===== src/rtl/rfc_pkg.sv =====
// Shared constants and types of the ring frame classifier.
package rfc_pkg;
    // Byte offset of the first EtherType and the size of one VLAN tag.
    localparam int TYPE_BASE  = 12;
    localparam int TAG_BYTES  = 4;
    // Number of type fields the walker may inspect (untagged + two tags).
    localparam int MAX_FIELDS = 3;
    localparam int ETYPE_W    = 16;

    localparam logic [1:0] RING_QUEUE = 2'd3;
    localparam logic [1:0] BASE_QUEUE = 2'd0;

    // Tag walk position inside a frame.
    typedef enum logic [2:0] {
        WK_IDLE,     // decided or between frames
        WK_FIRST,    // waiting for type field 0
        WK_AFTER_A,  // saw enabled tag A, waiting for type field 1
        WK_AFTER_B,  // saw enabled tag B, waiting for type field 1
        WK_THIRD     // saw A then B, waiting for type field 2
    } walk_t;
endpackage


===== src/rtl/rfc_byte_tracker.sv =====
// Byte position tracker.
// Counts bytes of the current frame and presents each 16-bit type word
// on the beat of its low byte, with a one-hot strobe naming which field.
// Assumes rx_sof marks byte 0; the counter saturates on long frames.
module rfc_byte_tracker
    import rfc_pkg::*;
#(
    parameter int IDX_W  = 6,
    parameter int FIELDS = MAX_FIELDS
) (
    input  logic               clk,
    input  logic               rst_n,
    input  logic               in_valid,
    input  logic               in_sof,
    input  logic [7:0]         in_data,
    output logic [ETYPE_W-1:0] type_word,
    output logic [FIELDS-1:0]  field_hit
);
    localparam logic [IDX_W-1:0] IDX_MAX = '1;

    logic [IDX_W-1:0] cnt_q;
    logic [IDX_W-1:0] beat_idx;
    logic [7:0]       prev_q;

    assign beat_idx  = in_sof ? '0 : cnt_q;
    assign type_word = {prev_q, in_data};

    // Advance the byte index, saturating past the last inspected field.
    always_ff @(posedge clk) begin
        if (!rst_n) begin
            cnt_q <= '0;
        end else if (in_valid) begin
            cnt_q <= (beat_idx == IDX_MAX) ? IDX_MAX : beat_idx + 1'b1;
        end
    end

    // Hold the previous byte as the high half of the next type word.
    always_ff @(posedge clk) begin
        if (!rst_n) begin
            prev_q <= '0;
        end else if (in_valid) begin
            prev_q <= in_data;
        end
    end

    // One strobe per type field, on the beat of its low byte.
    for (genvar g = 0; g < FIELDS; g++) begin : g_field
        assign field_hit[g] = in_valid &&
                              (beat_idx == IDX_W'(TYPE_BASE + 1 + g * TAG_BYTES));
    end
endmodule


===== src/rtl/rfc_tag_walker.sv =====
// VLAN tag walker.
// Follows up to two stacked, per-port-enabled tags and decides ring or
// non-ring on the deciding type field, or non-ring at an early frame end.
// Assumes configuration inputs are stable for the duration of a frame.
module rfc_tag_walker
    import rfc_pkg::*;
(
    input  logic                  clk,
    input  logic                  rst_n,
    input  logic                  in_valid,
    input  logic                  in_sof,
    input  logic                  in_eof,
    input  logic [MAX_FIELDS-1:0] field_hit,
    input  logic [ETYPE_W-1:0]    type_word,
    input  logic                  ring_en,
    input  logic [ETYPE_W-1:0]    vlan_a,
    input  logic [ETYPE_W-1:0]    vlan_b,
    input  logic [ETYPE_W-1:0]    ring_type,
    input  logic                  a_en,
    input  logic                  b_en,
    output logic                  dec_valid,
    output logic                  dec_ring
);
    walk_t st_q, st_cur, st_nxt;
    logic  is_a, is_b, is_ring;

    // Compare the current type word against the programmed types.
    always_comb begin
        is_a    = a_en && (type_word == vlan_a);
        is_b    = b_en && (type_word == vlan_b);
        is_ring = (type_word == ring_type);
    end

    // Step the walk and raise a decision on the deciding beat.
    always_comb begin
        st_cur    = (in_valid && in_sof) ? WK_FIRST : st_q;
        st_nxt    = st_cur;
        dec_valid = 1'b0;
        dec_ring  = 1'b0;
        if (in_valid) begin
            unique case (st_cur)
                WK_FIRST: begin
                    if (field_hit[0]) begin
                        if (ring_en && is_a)      st_nxt = WK_AFTER_A;
                        else if (ring_en && is_b) st_nxt = WK_AFTER_B;
                        else                      dec_valid = 1'b1;
                    end
                end
                WK_AFTER_A: begin
                    if (field_hit[1]) begin
                        if (is_ring) begin
                            dec_valid = 1'b1;
                            dec_ring  = 1'b1;
                        end else if (is_b) begin
                            st_nxt = WK_THIRD;
                        end else begin
                            dec_valid = 1'b1;
                        end
                    end
                end
                WK_AFTER_B: begin
                    if (field_hit[1]) begin
                        dec_valid = 1'b1;
                        dec_ring  = is_ring;
                    end
                end
                WK_THIRD: begin
                    if (field_hit[2]) begin
                        dec_valid = 1'b1;
                        dec_ring  = is_ring;
                    end
                end
                default: ;
            endcase
            if (!dec_valid && in_eof && (st_cur != WK_IDLE)) begin
                dec_valid = 1'b1;
            end
            if (dec_valid) begin
                st_nxt = WK_IDLE;
            end
        end
    end

    // Walk state register.
    always_ff @(posedge clk) begin
        if (!rst_n) st_q <= WK_IDLE;
        else        st_q <= st_nxt;
    end

    // a ring verdict only while classification is enabled.
    a_r1_ring_needs_enable: assert property (@(posedge clk) disable iff (!rst_n)
        (dec_valid && dec_ring) |-> ring_en);

    // a ring verdict only on the beat of a tagged type field.
    a_r4_ring_on_tagged_field: assert property (@(posedge clk) disable iff (!rst_n)
        dec_ring |-> (field_hit[1] || field_hit[2]));
endmodule


===== src/rtl/rfc_egress_resolver.sv =====
// Egress mask resolver.
// Forms the egress port mask from the lookup result and the ingress port.
// A ring-unicast hit floods to members minus ingress and host, ignoring
// the destination mask and the host unknown-unicast enable.
module rfc_egress_resolver #(
    parameter int NUM_PORTS = 3,
    parameter int HOST_PORT = 0
) (
    input  logic [NUM_PORTS-1:0] ingress_mask,
    input  logic                 lk_hit,
    input  logic                 lk_ring_uni,
    input  logic [NUM_PORTS-1:0] lk_member,
    input  logic [NUM_PORTS-1:0] lk_dest,
    input  logic                 host_uni_flood,
    output logic [NUM_PORTS-1:0] egress,
    output logic                 flood
);
    localparam logic [NUM_PORTS-1:0] HOST_MASK = NUM_PORTS'(1) << HOST_PORT;

    // Pick the forwarding rule for this frame.
    always_comb begin
        flood = 1'b0;
        if (lk_hit && lk_ring_uni) begin
            flood  = 1'b1;
            egress = lk_member & ~ingress_mask & ~HOST_MASK;
        end else if (lk_hit) begin
            egress = lk_dest & ~ingress_mask;
        end else begin
            egress = lk_member & ~ingress_mask & ~(host_uni_flood ? '0 : HOST_MASK);
        end
    end
endmodule


===== src/rtl/rfc_ring_classifier.sv =====
// Ring protocol frame classifier (top).
// Captures ingress port and lookup result at frame start, walks the tags,
// and registers a one-cycle classification result after the deciding byte.
// Assumes rx_port < NUM_PORTS and lookup/config inputs stable per frame.
module rfc_ring_classifier
    import rfc_pkg::*;
#(
    parameter int NUM_PORTS = 3,
    parameter int HOST_PORT = 0,
    parameter int CHAN_CNT  = 8,
    localparam int PORT_W   = (NUM_PORTS > 1) ? $clog2(NUM_PORTS) : 1,
    localparam int CHAN_W   = (CHAN_CNT > 1) ? $clog2(CHAN_CNT) : 1
) (
    input  logic                 clk,
    input  logic                 rst_n,
    input  logic                 rx_valid,
    input  logic                 rx_sof,
    input  logic                 rx_eof,
    input  logic [7:0]           rx_data,
    input  logic [PORT_W-1:0]    rx_port,
    input  logic                 lk_hit,
    input  logic                 lk_ring_uni,
    input  logic [NUM_PORTS-1:0] lk_member,
    input  logic [NUM_PORTS-1:0] lk_dest,
    input  logic                 cfg_ring_en,
    input  logic [ETYPE_W-1:0]   cfg_vlan_a,
    input  logic [ETYPE_W-1:0]   cfg_vlan_b,
    input  logic [NUM_PORTS-1:0] cfg_port_a_en,
    input  logic [NUM_PORTS-1:0] cfg_port_b_en,
    input  logic [ETYPE_W-1:0]   cfg_ring_type,
    input  logic [CHAN_W-1:0]    cfg_host_chan,
    input  logic                 cfg_host_uni_flood,
    output logic                 cls_valid,
    output logic                 cls_ring,
    output logic [1:0]           cls_queue,
    output logic [NUM_PORTS-1:0] cls_egress,
    output logic                 cls_flood,
    output logic                 cls_chan_vld,
    output logic [CHAN_W-1:0]    cls_chan
);
    localparam int IDX_W = $clog2(TYPE_BASE + TAG_BYTES * (MAX_FIELDS - 1) + 2) + 1;

    logic                  sof_beat;
    logic [PORT_W-1:0]     port_q, port_cur;
    logic                  hit_q, runi_q, hit_cur, runi_cur;
    logic [NUM_PORTS-1:0]  mem_q, dest_q, mem_cur, dest_cur;
    logic [NUM_PORTS-1:0]  ingress_mask, egress;
    logic                  flood;
    logic [ETYPE_W-1:0]    type_word;
    logic [MAX_FIELDS-1:0] field_hit;
    logic                  dec_valid, dec_ring, chan_hit;

    assign sof_beat = rx_valid && rx_sof;

    // Capture per-frame context on the first byte.
    always_ff @(posedge clk) begin
        if (!rst_n) begin
            port_q <= '0;
            hit_q  <= 1'b0;
            runi_q <= 1'b0;
            mem_q  <= '0;
            dest_q <= '0;
        end else if (sof_beat) begin
            port_q <= rx_port;
            hit_q  <= lk_hit;
            runi_q <= lk_ring_uni;
            mem_q  <= lk_member;
            dest_q <= lk_dest;
        end
    end

    // Use live context on the first byte, captured context afterwards.
    always_comb begin
        port_cur     = sof_beat ? rx_port     : port_q;
        hit_cur      = sof_beat ? lk_hit      : hit_q;
        runi_cur     = sof_beat ? lk_ring_uni : runi_q;
        mem_cur      = sof_beat ? lk_member   : mem_q;
        dest_cur     = sof_beat ? lk_dest     : dest_q;
        ingress_mask = NUM_PORTS'(1) << port_cur;
    end

    rfc_byte_tracker #(
        .IDX_W  (IDX_W),
        .FIELDS (MAX_FIELDS)
    ) i_tracker (
        .clk       (clk),
        .rst_n     (rst_n),
        .in_valid  (rx_valid),
        .in_sof    (rx_sof),
        .in_data   (rx_data),
        .type_word (type_word),
        .field_hit (field_hit)
    );

    rfc_tag_walker i_walker (
        .clk       (clk),
        .rst_n     (rst_n),
        .in_valid  (rx_valid),
        .in_sof    (rx_sof),
        .in_eof    (rx_eof),
        .field_hit (field_hit),
        .type_word (type_word),
        .ring_en   (cfg_ring_en),
        .vlan_a    (cfg_vlan_a),
        .vlan_b    (cfg_vlan_b),
        .ring_type (cfg_ring_type),
        .a_en      (cfg_port_a_en[port_cur]),
        .b_en      (cfg_port_b_en[port_cur]),
        .dec_valid (dec_valid),
        .dec_ring  (dec_ring)
    );

    rfc_egress_resolver #(
        .NUM_PORTS (NUM_PORTS),
        .HOST_PORT (HOST_PORT)
    ) i_resolver (
        .ingress_mask   (ingress_mask),
        .lk_hit         (hit_cur),
        .lk_ring_uni    (runi_cur),
        .lk_member      (mem_cur),
        .lk_dest        (dest_cur),
        .host_uni_flood (cfg_host_uni_flood),
        .egress         (egress),
        .flood          (flood)
    );

    assign chan_hit = dec_ring && egress[HOST_PORT];

    // Register the classification result on the decision beat.
    always_ff @(posedge clk) begin
        if (!rst_n) begin
            cls_valid    <= 1'b0;
            cls_ring     <= 1'b0;
            cls_queue    <= BASE_QUEUE;
            cls_egress   <= '0;
            cls_flood    <= 1'b0;
            cls_chan_vld <= 1'b0;
            cls_chan     <= '0;
        end else begin
            cls_valid <= dec_valid;
            if (dec_valid) begin
                cls_ring     <= dec_ring;
                cls_queue    <= dec_ring ? RING_QUEUE : BASE_QUEUE;
                cls_egress   <= egress;
                cls_flood    <= flood;
                cls_chan_vld <= chan_hit;
                cls_chan     <= chan_hit ? cfg_host_chan : '0;
            end
        end
    end

    // a flooded result never targets the ingress or host port.
    a_r8_flood_excludes: assert property (@(posedge clk) disable iff (!rst_n)
        (cls_valid && cls_flood) |->
            (!cls_egress[HOST_PORT] && ((cls_egress & (NUM_PORTS'(1) << port_q)) == '0)));

    // the host channel is reported only for a ring frame sent to the host.
    a_r7_chan_needs_host: assert property (@(posedge clk) disable iff (!rst_n)
        cls_chan_vld |-> (cls_ring && cls_egress[HOST_PORT]));

    // no second pulse unless a new frame starts.
    a_r11_single_pulse: assert property (@(posedge clk) disable iff (!rst_n)
        (cls_valid && !(rx_valid && rx_sof)) |=> !cls_valid);
endmodule


===== config.mk =====
export PLATFORM = sky130hd
export DESIGN_NAME = rfc_ring_classifier
export DESIGN_NICKNAME = d
export VERILOG_FILES = /design/src/rtl/rfc_pkg.sv /design/src/rtl/rfc_byte_tracker.sv /design/src/rtl/rfc_tag_walker.sv /design/src/rtl/rfc_egress_resolver.sv /design/src/rtl/rfc_ring_classifier.sv
export SDC_FILE = /design/constraint.sdc
export NUM_CORES = 1
export LEC_CHECK = 0
export BUFFER_PORTS_ARGS = -buffer_cell sky130_fd_sc_hd__buf_2
export CORE_MARGIN = 5
export CORE_UTILIZATION = 47
export DETAILED_ROUTE_END_ITERATION = 6
export MAX_ROUTING_LAYER = met4
export PLACE_DENSITY = 0.78
export SETUP_SLACK_MARGIN = 0.5
export SYNTH_ARGS = -nofsm -noshare
export SYNTH_HDL_FRONTEND = slang
export SYNTH_SLANG_ARGS = --single-unit
export TNS_END_PERCENT = 1

===== constraint.sdc =====
create_clock -name clk -period 2.35 [get_ports clk]
set_input_delay 0 -clock clk [delete_from_list [all_inputs] [get_ports clk]]
set_output_delay 0 -clock clk [all_outputs]
set_load 0.05 [all_outputs]

==> impl_metrics.prom <==
# TYPE chip_impl_metric gauge
chip_impl_info{name="result_of_the_run",value="complete, no violations"} 1
chip_impl_metric{name="drv.max_cap_violation_count",unit=""} 0
chip_impl_info{name="timing.hold.worst_endpoint",value="i_tracker.prev_q[0]"} 1
chip_impl_metric{name="syn_nets",unit=""} 357
chip_impl_metric{name="first_global_vias",unit=""} 2437
chip_impl_metric{name="top_level_ports",unit=""} 94
chip_impl_metric{name="detailed_place_hpwl",unit="microns"} 5186
chip_impl_metric{name="rows",unit=""} 25
chip_impl_metric{name="synth_async_sr_flop_share",unit="%"} 0
chip_impl_metric{name="power.sequential.fraction",unit="%"} 39.8
chip_impl_metric{name="ant_nets",unit=""} 0
chip_impl_metric{name="switchingPower",unit="uW"} 449.5
chip_impl_metric{name="synth.yosys.warnings",unit=""} 0
chip_impl_metric{name="place_congestion",unit=""} 0.9136
chip_impl_metric{name="cp.required",unit="ns"} 2.54
chip_impl_info{name="rsz_0062_raised_after_global_routing",value="yes"} 1
chip_impl_metric{name="detail_route.first_pass.iterations",unit=""} 4
chip_impl_metric{name="setup_violations",unit=""} 0
chip_impl_metric{name="starting_density_of_the_core",unit="%"} 49.07
chip_impl_metric{name="switching_share",unit="%"} 26.48
chip_impl_info{name="global_route.peak_usage_layer",value="met2"} 1
chip_impl_info{name="yosys-top-cells-area",value="sky130_fd_sc_hd__dfxtp_1 (32%), sky130_fd_sc_hd__xor2_1 (10%), sky130_fd_sc_hd__xnor2_1 (7.8%), sky130_fd_sc_hd__mux2i_1 (6.0%), sky130_fd_sc_hd__nand2_1 (4.8%)"} 1
chip_impl_metric{name="timing.critical_path.buf_inv",unit=""} 2
chip_impl_metric{name="cts_inserted_buffers",unit=""} 5
chip_impl_metric{name="initialDrtViolationCount",unit=""} 171
chip_impl_metric{name="final_max_slew_viol_count",unit=""} 0
chip_impl_metric{name="netlist_instances",unit=""} 273
chip_impl_metric{name="clock_edge_transition_at_the_registers_on_the_reported_setup_and_hold_paths",unit="ns"} 0.08
chip_impl_metric{name="worstRegToRegCells",unit=""} 10
chip_impl_metric{name="irDropWorstVdd",unit="mV"} 0.2465
chip_impl_metric{name="cts_htree_levels",unit=""} 2
chip_impl_info{name="crit_startpoint",value="i_tracker.cnt_q[1]"} 1
chip_impl_metric{name="synth.avg_cell_area",unit="sq um"} 8.603
chip_impl_metric{name="peak_per_stage_delay_on_the_critical_path",unit="ns"} 0.34
chip_impl_metric{name="clk_path_buf_depth",unit=""} 2
chip_impl_metric{name="sequential_area_share_after_synthesis",unit="%"} 31.54
chip_impl_metric{name="placed_cells",unit=""} 424
chip_impl_info{name="timing.critical_path.max_delay_family",value="compound AO/OA/AOI/OAI gates"} 1
chip_impl_metric{name="via_per_inst",unit=""} 5.321
chip_impl_metric{name="synth-seq-cells",unit=""} 37
chip_impl_info{name="crit_chain",value="nor2b_1, inv_1, ha_2, nand3_4, nor4_4, nand3_2, o32ai_4, o21ai_4, buf_12, a32o_1"} 1
chip_impl_metric{name="antenna_cells",unit=""} 0
chip_impl_info{name="dominantRegCellSynth",value="sky130_fd_sc_hd__dfxtp_1"} 1
chip_impl_metric{name="design_power_total",unit="mW"} 1.697
chip_impl_metric{name="final_period_minus_worst_setup_slack",unit="ns"} 2.136
chip_impl_metric{name="dr_total_vias",unit=""} 2373
chip_impl_metric{name="clock_power_share",unit="%"} 39.9
chip_impl_metric{name="finalWorstSetupSlack",unit="ns"} 0.2144
chip_impl_metric{name="place_worst_setup_slack",unit="ns"} 0.04771
chip_impl_metric{name="final-hold-violation-count",unit=""} 0
chip_impl_metric{name="finClkSkew",unit="ns"} 0.008145
chip_impl_info{name="synth_top_cells_by_count",value="sky130_fd_sc_hd__dfxtp_1 (37), sky130_fd_sc_hd__nand2_1 (30), sky130_fd_sc_hd__xor2_1 (28)"} 1
chip_impl_metric{name="global_route.usage.met2",unit="%"} 35.51
chip_impl_metric{name="grt_antenna_before_repair",unit=""} 0
chip_impl_metric{name="num-nets-final",unit=""} 462
chip_impl_metric{name="clock_latency",unit="ns"} 0.29
chip_impl_metric{name="synth_top_area_share",unit="%"} 31.54
chip_impl_metric{name="die_area",unit="sq mm"} 0.006511
chip_impl_info{name="critical_path.reg2reg.endpoint",value="cls_chan[2]"} 1
chip_impl_metric{name="ys_types",unit=""} 43
chip_impl_metric{name="routedWlPerCell",unit="microns"} 15.50
chip_impl_metric{name="layout_area_growth_over_synthesis",unit="%"} 39.21
chip_impl_metric{name="grt_pass1_wl",unit="microns"} 11020
chip_impl_metric{name="max_freq",unit="GHz"} 0.4683
chip_impl_info{name="worst_setup_path_start_kind",value="flop"} 1
chip_impl_metric{name="postRouteWirelength",unit="microns"} 6915
chip_impl_info{name="synth.most_common_cell",value="sky130_fd_sc_hd__dfxtp_1"} 1
chip_impl_metric{name="fp.dieH",unit="microns"} 80.69
chip_impl_metric{name="global_route.usage.met1",unit="%"} 28.80
chip_impl_metric{name="global_route.usage.total",unit="%"} 22.52
chip_impl_metric{name="tritoncts_num_sinks",unit=""} 37
chip_impl_info{name="timing.hold.worst.start",value="rx_data[0]"} 1
chip_impl_info{name="synth_top_area_cell",value="sky130_fd_sc_hd__dfxtp_1"} 1
chip_impl_metric{name="syn-cell-area",unit="sq mm"} 0.002349
chip_impl_metric{name="static-leakage-power",unit="nW"} 1.465
chip_impl_info{name="start_of_the_worst_register_to_register_path",value="i_tracker.cnt_q[1]"} 1
chip_impl_metric{name="slew-limit-headroom",unit="%"} 62.59
chip_impl_info{name="crit_path_top_delay_cell",value="sky130_fd_sc_hd__o32ai_4"} 1
chip_impl_metric{name="min_period_over_period",unit="%"} 90.88
chip_impl_info{name="cts_tree",value="yes"} 1
chip_impl_info{name="criticalPathCategory",value="flop to flop"} 1
chip_impl_metric{name="maximum_number_of_pins_on_one_net_before_global_route_repair",unit=""} 26
chip_impl_metric{name="instances_no_fill",unit=""} 446
chip_impl_metric{name="gr-total-overflow",unit=""} 0
chip_impl_metric{name="worst_pin_slew",unit="ns"} 0.5586
chip_impl_info{name="timing.critical_path.to_type",value="flop"} 1
chip_impl_metric{name="drc_violation_count_after_routing",unit=""} 0
chip_impl_metric{name="internal_power_consumption",unit="mW"} 1.248
chip_impl_metric{name="crit_path_max_fanout",unit=""} 10
chip_impl_metric{name="combPwrFrac",unit="%"} 20.3
chip_impl_metric{name="worstHoldPathCells",unit=""} 3
chip_impl_metric{name="power_density_of_the_placed_cells",unit="mW/mm^2"} 519.1
chip_impl_metric{name="layout-drive-gt1-share",unit="%"} 35.36
chip_impl_info{name="holdCritPathClass",value="input pin to flop"} 1
chip_impl_metric{name="ff2ff_setup_slack",unit="ns"} 0.21
chip_impl_metric{name="place.port_buffers",unit=""} 93
chip_impl_metric{name="groute.layer.met3.usage",unit="%"} 4.372
chip_impl_metric{name="core-area",unit="sq mm"} 0.004786
chip_impl_metric{name="synth-edff-count",unit=""} 0
chip_impl_info{name="root_buffer",value="sky130_fd_sc_hd__clkbuf_8"} 1
chip_impl_metric{name="data_arrival_time_of_the_critical_path",unit="ns"} 2.33
chip_impl_metric{name="die_width",unit="microns"} 80.69
chip_impl_metric{name="totalNegativeSetupSlack",unit="ns"} 0
==> layout make-up <==
| cell class | instances | area (sq um) |
|---|---|---|
| clock buffers | 5 | 68.82 |
| clock inverters | 3 | 68.82 |
| fillers | 378 | 1516 |
| inverters | 8 | 30.03 |
| multi-input cells | 215 | 1635 |
| flip-flops and latches | 37 | 742.0 |
| well taps | 67 | 83.83 |
| repair buffers | 111 | 640.6 |
==> metal layers <==
layer	vias to the layer above	wire [microns]
met4	0	129
met3	12	386
li1	1171	-
met5	-	0
met1	1098	3017
met2	92	3381
==> what timing repair did <==
item                                    4_1_cts  5_1_grt
hold buffers                                 11        0
resized for setup                             5       11
hold endpoints to repair                     11        0
setup buffers                                 3        0
pin swaps                                     6        3
endpoints found under the setup margin       14       15
==> cell families (layout without fill, tap and decap cells) <==
logic type / count (synthesis) / after routing / share of synthesized area, %
compound gates: 51 / 51 / 16.14
simple gates: 96 / 96 / 20.19
buf+inv: 21 / 127 / 3.943
fa+ha+maj: 2 / 2 / 1.065
xor+xnor: 49 / 49 / 18.27
flops: 37 / 37 / 31.54
mux: 17 / 17 / 8.844
==> cell usage in the layout, fill, tap and decap left out, types with 4 or more instances in the layout <==
| cell type | n |
|---|---|
| sky130_fd_sc_hd__nor4_1 | 5 |
| sky130_fd_sc_hd__inv_1 | 7 |
| sky130_fd_sc_hd__nand4_1 | 6 |
| sky130_fd_sc_hd__nand2b_1 | 4 |
| sky130_fd_sc_hd__clkbuf_8 | 5 |
| sky130_fd_sc_hd__nor2_1 | 21 |
| sky130_fd_sc_hd__xor2_1 | 28 |
| sky130_fd_sc_hd__dfxtp_1 | 36 |
| sky130_fd_sc_hd__nand3_1 | 6 |
| sky130_fd_sc_hd__xnor2_1 | 21 |
| sky130_fd_sc_hd__o21ai_0 | 9 |
| sky130_fd_sc_hd__buf_4 | 6 |
| sky130_fd_sc_hd__nand2_1 | 30 |
| sky130_fd_sc_hd__and3_1 | 5 |
| sky130_fd_sc_hd__a21oi_1 | 14 |
| sky130_fd_sc_hd__dlygate4sd3_1 | 11 |
| sky130_fd_sc_hd__mux2i_1 | 14 |
| sky130_fd_sc_hd__nand3b_1 | 4 |
| sky130_fd_sc_hd__buf_2 | 93 |
==> sequential cells by signal, summed over array words and instances (netlist names) <==
| register | flops |
|---|---|
| hit_q | 1 |
| i_tracker.cnt_q | 6 |
| port_q | 2 |
| cls_chan | 3 |
| runi_q | 1 |
| cls_queue | 1 |
| cls_flood | 1 |
| mem_q | 3 |
| cls_egress | 3 |
| cls_chan_vld | 1 |
| cls_valid | 1 |
| i_tracker.prev_q | 8 |
| i_walker.st_q | 3 |
| dest_q | 3 |
==> power groups by stage <==
stage / sequential, mW / combinational [mW] / clock (mW)
2_1_floorplan: 0.688 / 0.181 / 0
3_3_place_gp: 0.687 / 0.307 / 0
3_5_place_dp: 0.689 / 0.312 / 0
4_1_cts: 0.675 / 0.336 / 0.683
5_1_grt: 0.679 / 0.375 / 0.716
6_report: 0.676 / 0.344 / 0.677
==> how the worst max path moves through the flow <==
stage | slack, ns | end | cells after the start
after floorplan | 0.40 | cls_chan[0] | 8
after global placement | 0.08 | cls_flood | 7
after detailed placement | 0.05 | cls_flood | 7
after CTS | 0.23 | cls_chan[2] | 9
after global routing | 0.10 | cls_chan[2] | 10
final | 0.21 | cls_chan[2] | 10
==> metrics by stage <==
stage	area, sq um	util (%)	hold slack (ns)
after global placement	2894	60.47	0.2114
after global routing	3269	68.31	0.05536
final	3269	68.31	0.02578
after CTS	3212	67.11	0.02461
after floorplan	2377	-	0.1258
after detailed placement	2894	60.47	0.2160
==> worst register-to-register path: cells and delay by family (launching register included) <==
family / cells / cell delay, ns
simple gates: 4 / 0.64
buf+inv: 2 / 0.22
fa+ha+maj: 1 / 0.19
compound gates: 3 / 0.68
flops: 1 / 0.31
No activity file was read; power rests on OpenSTA's default activity.
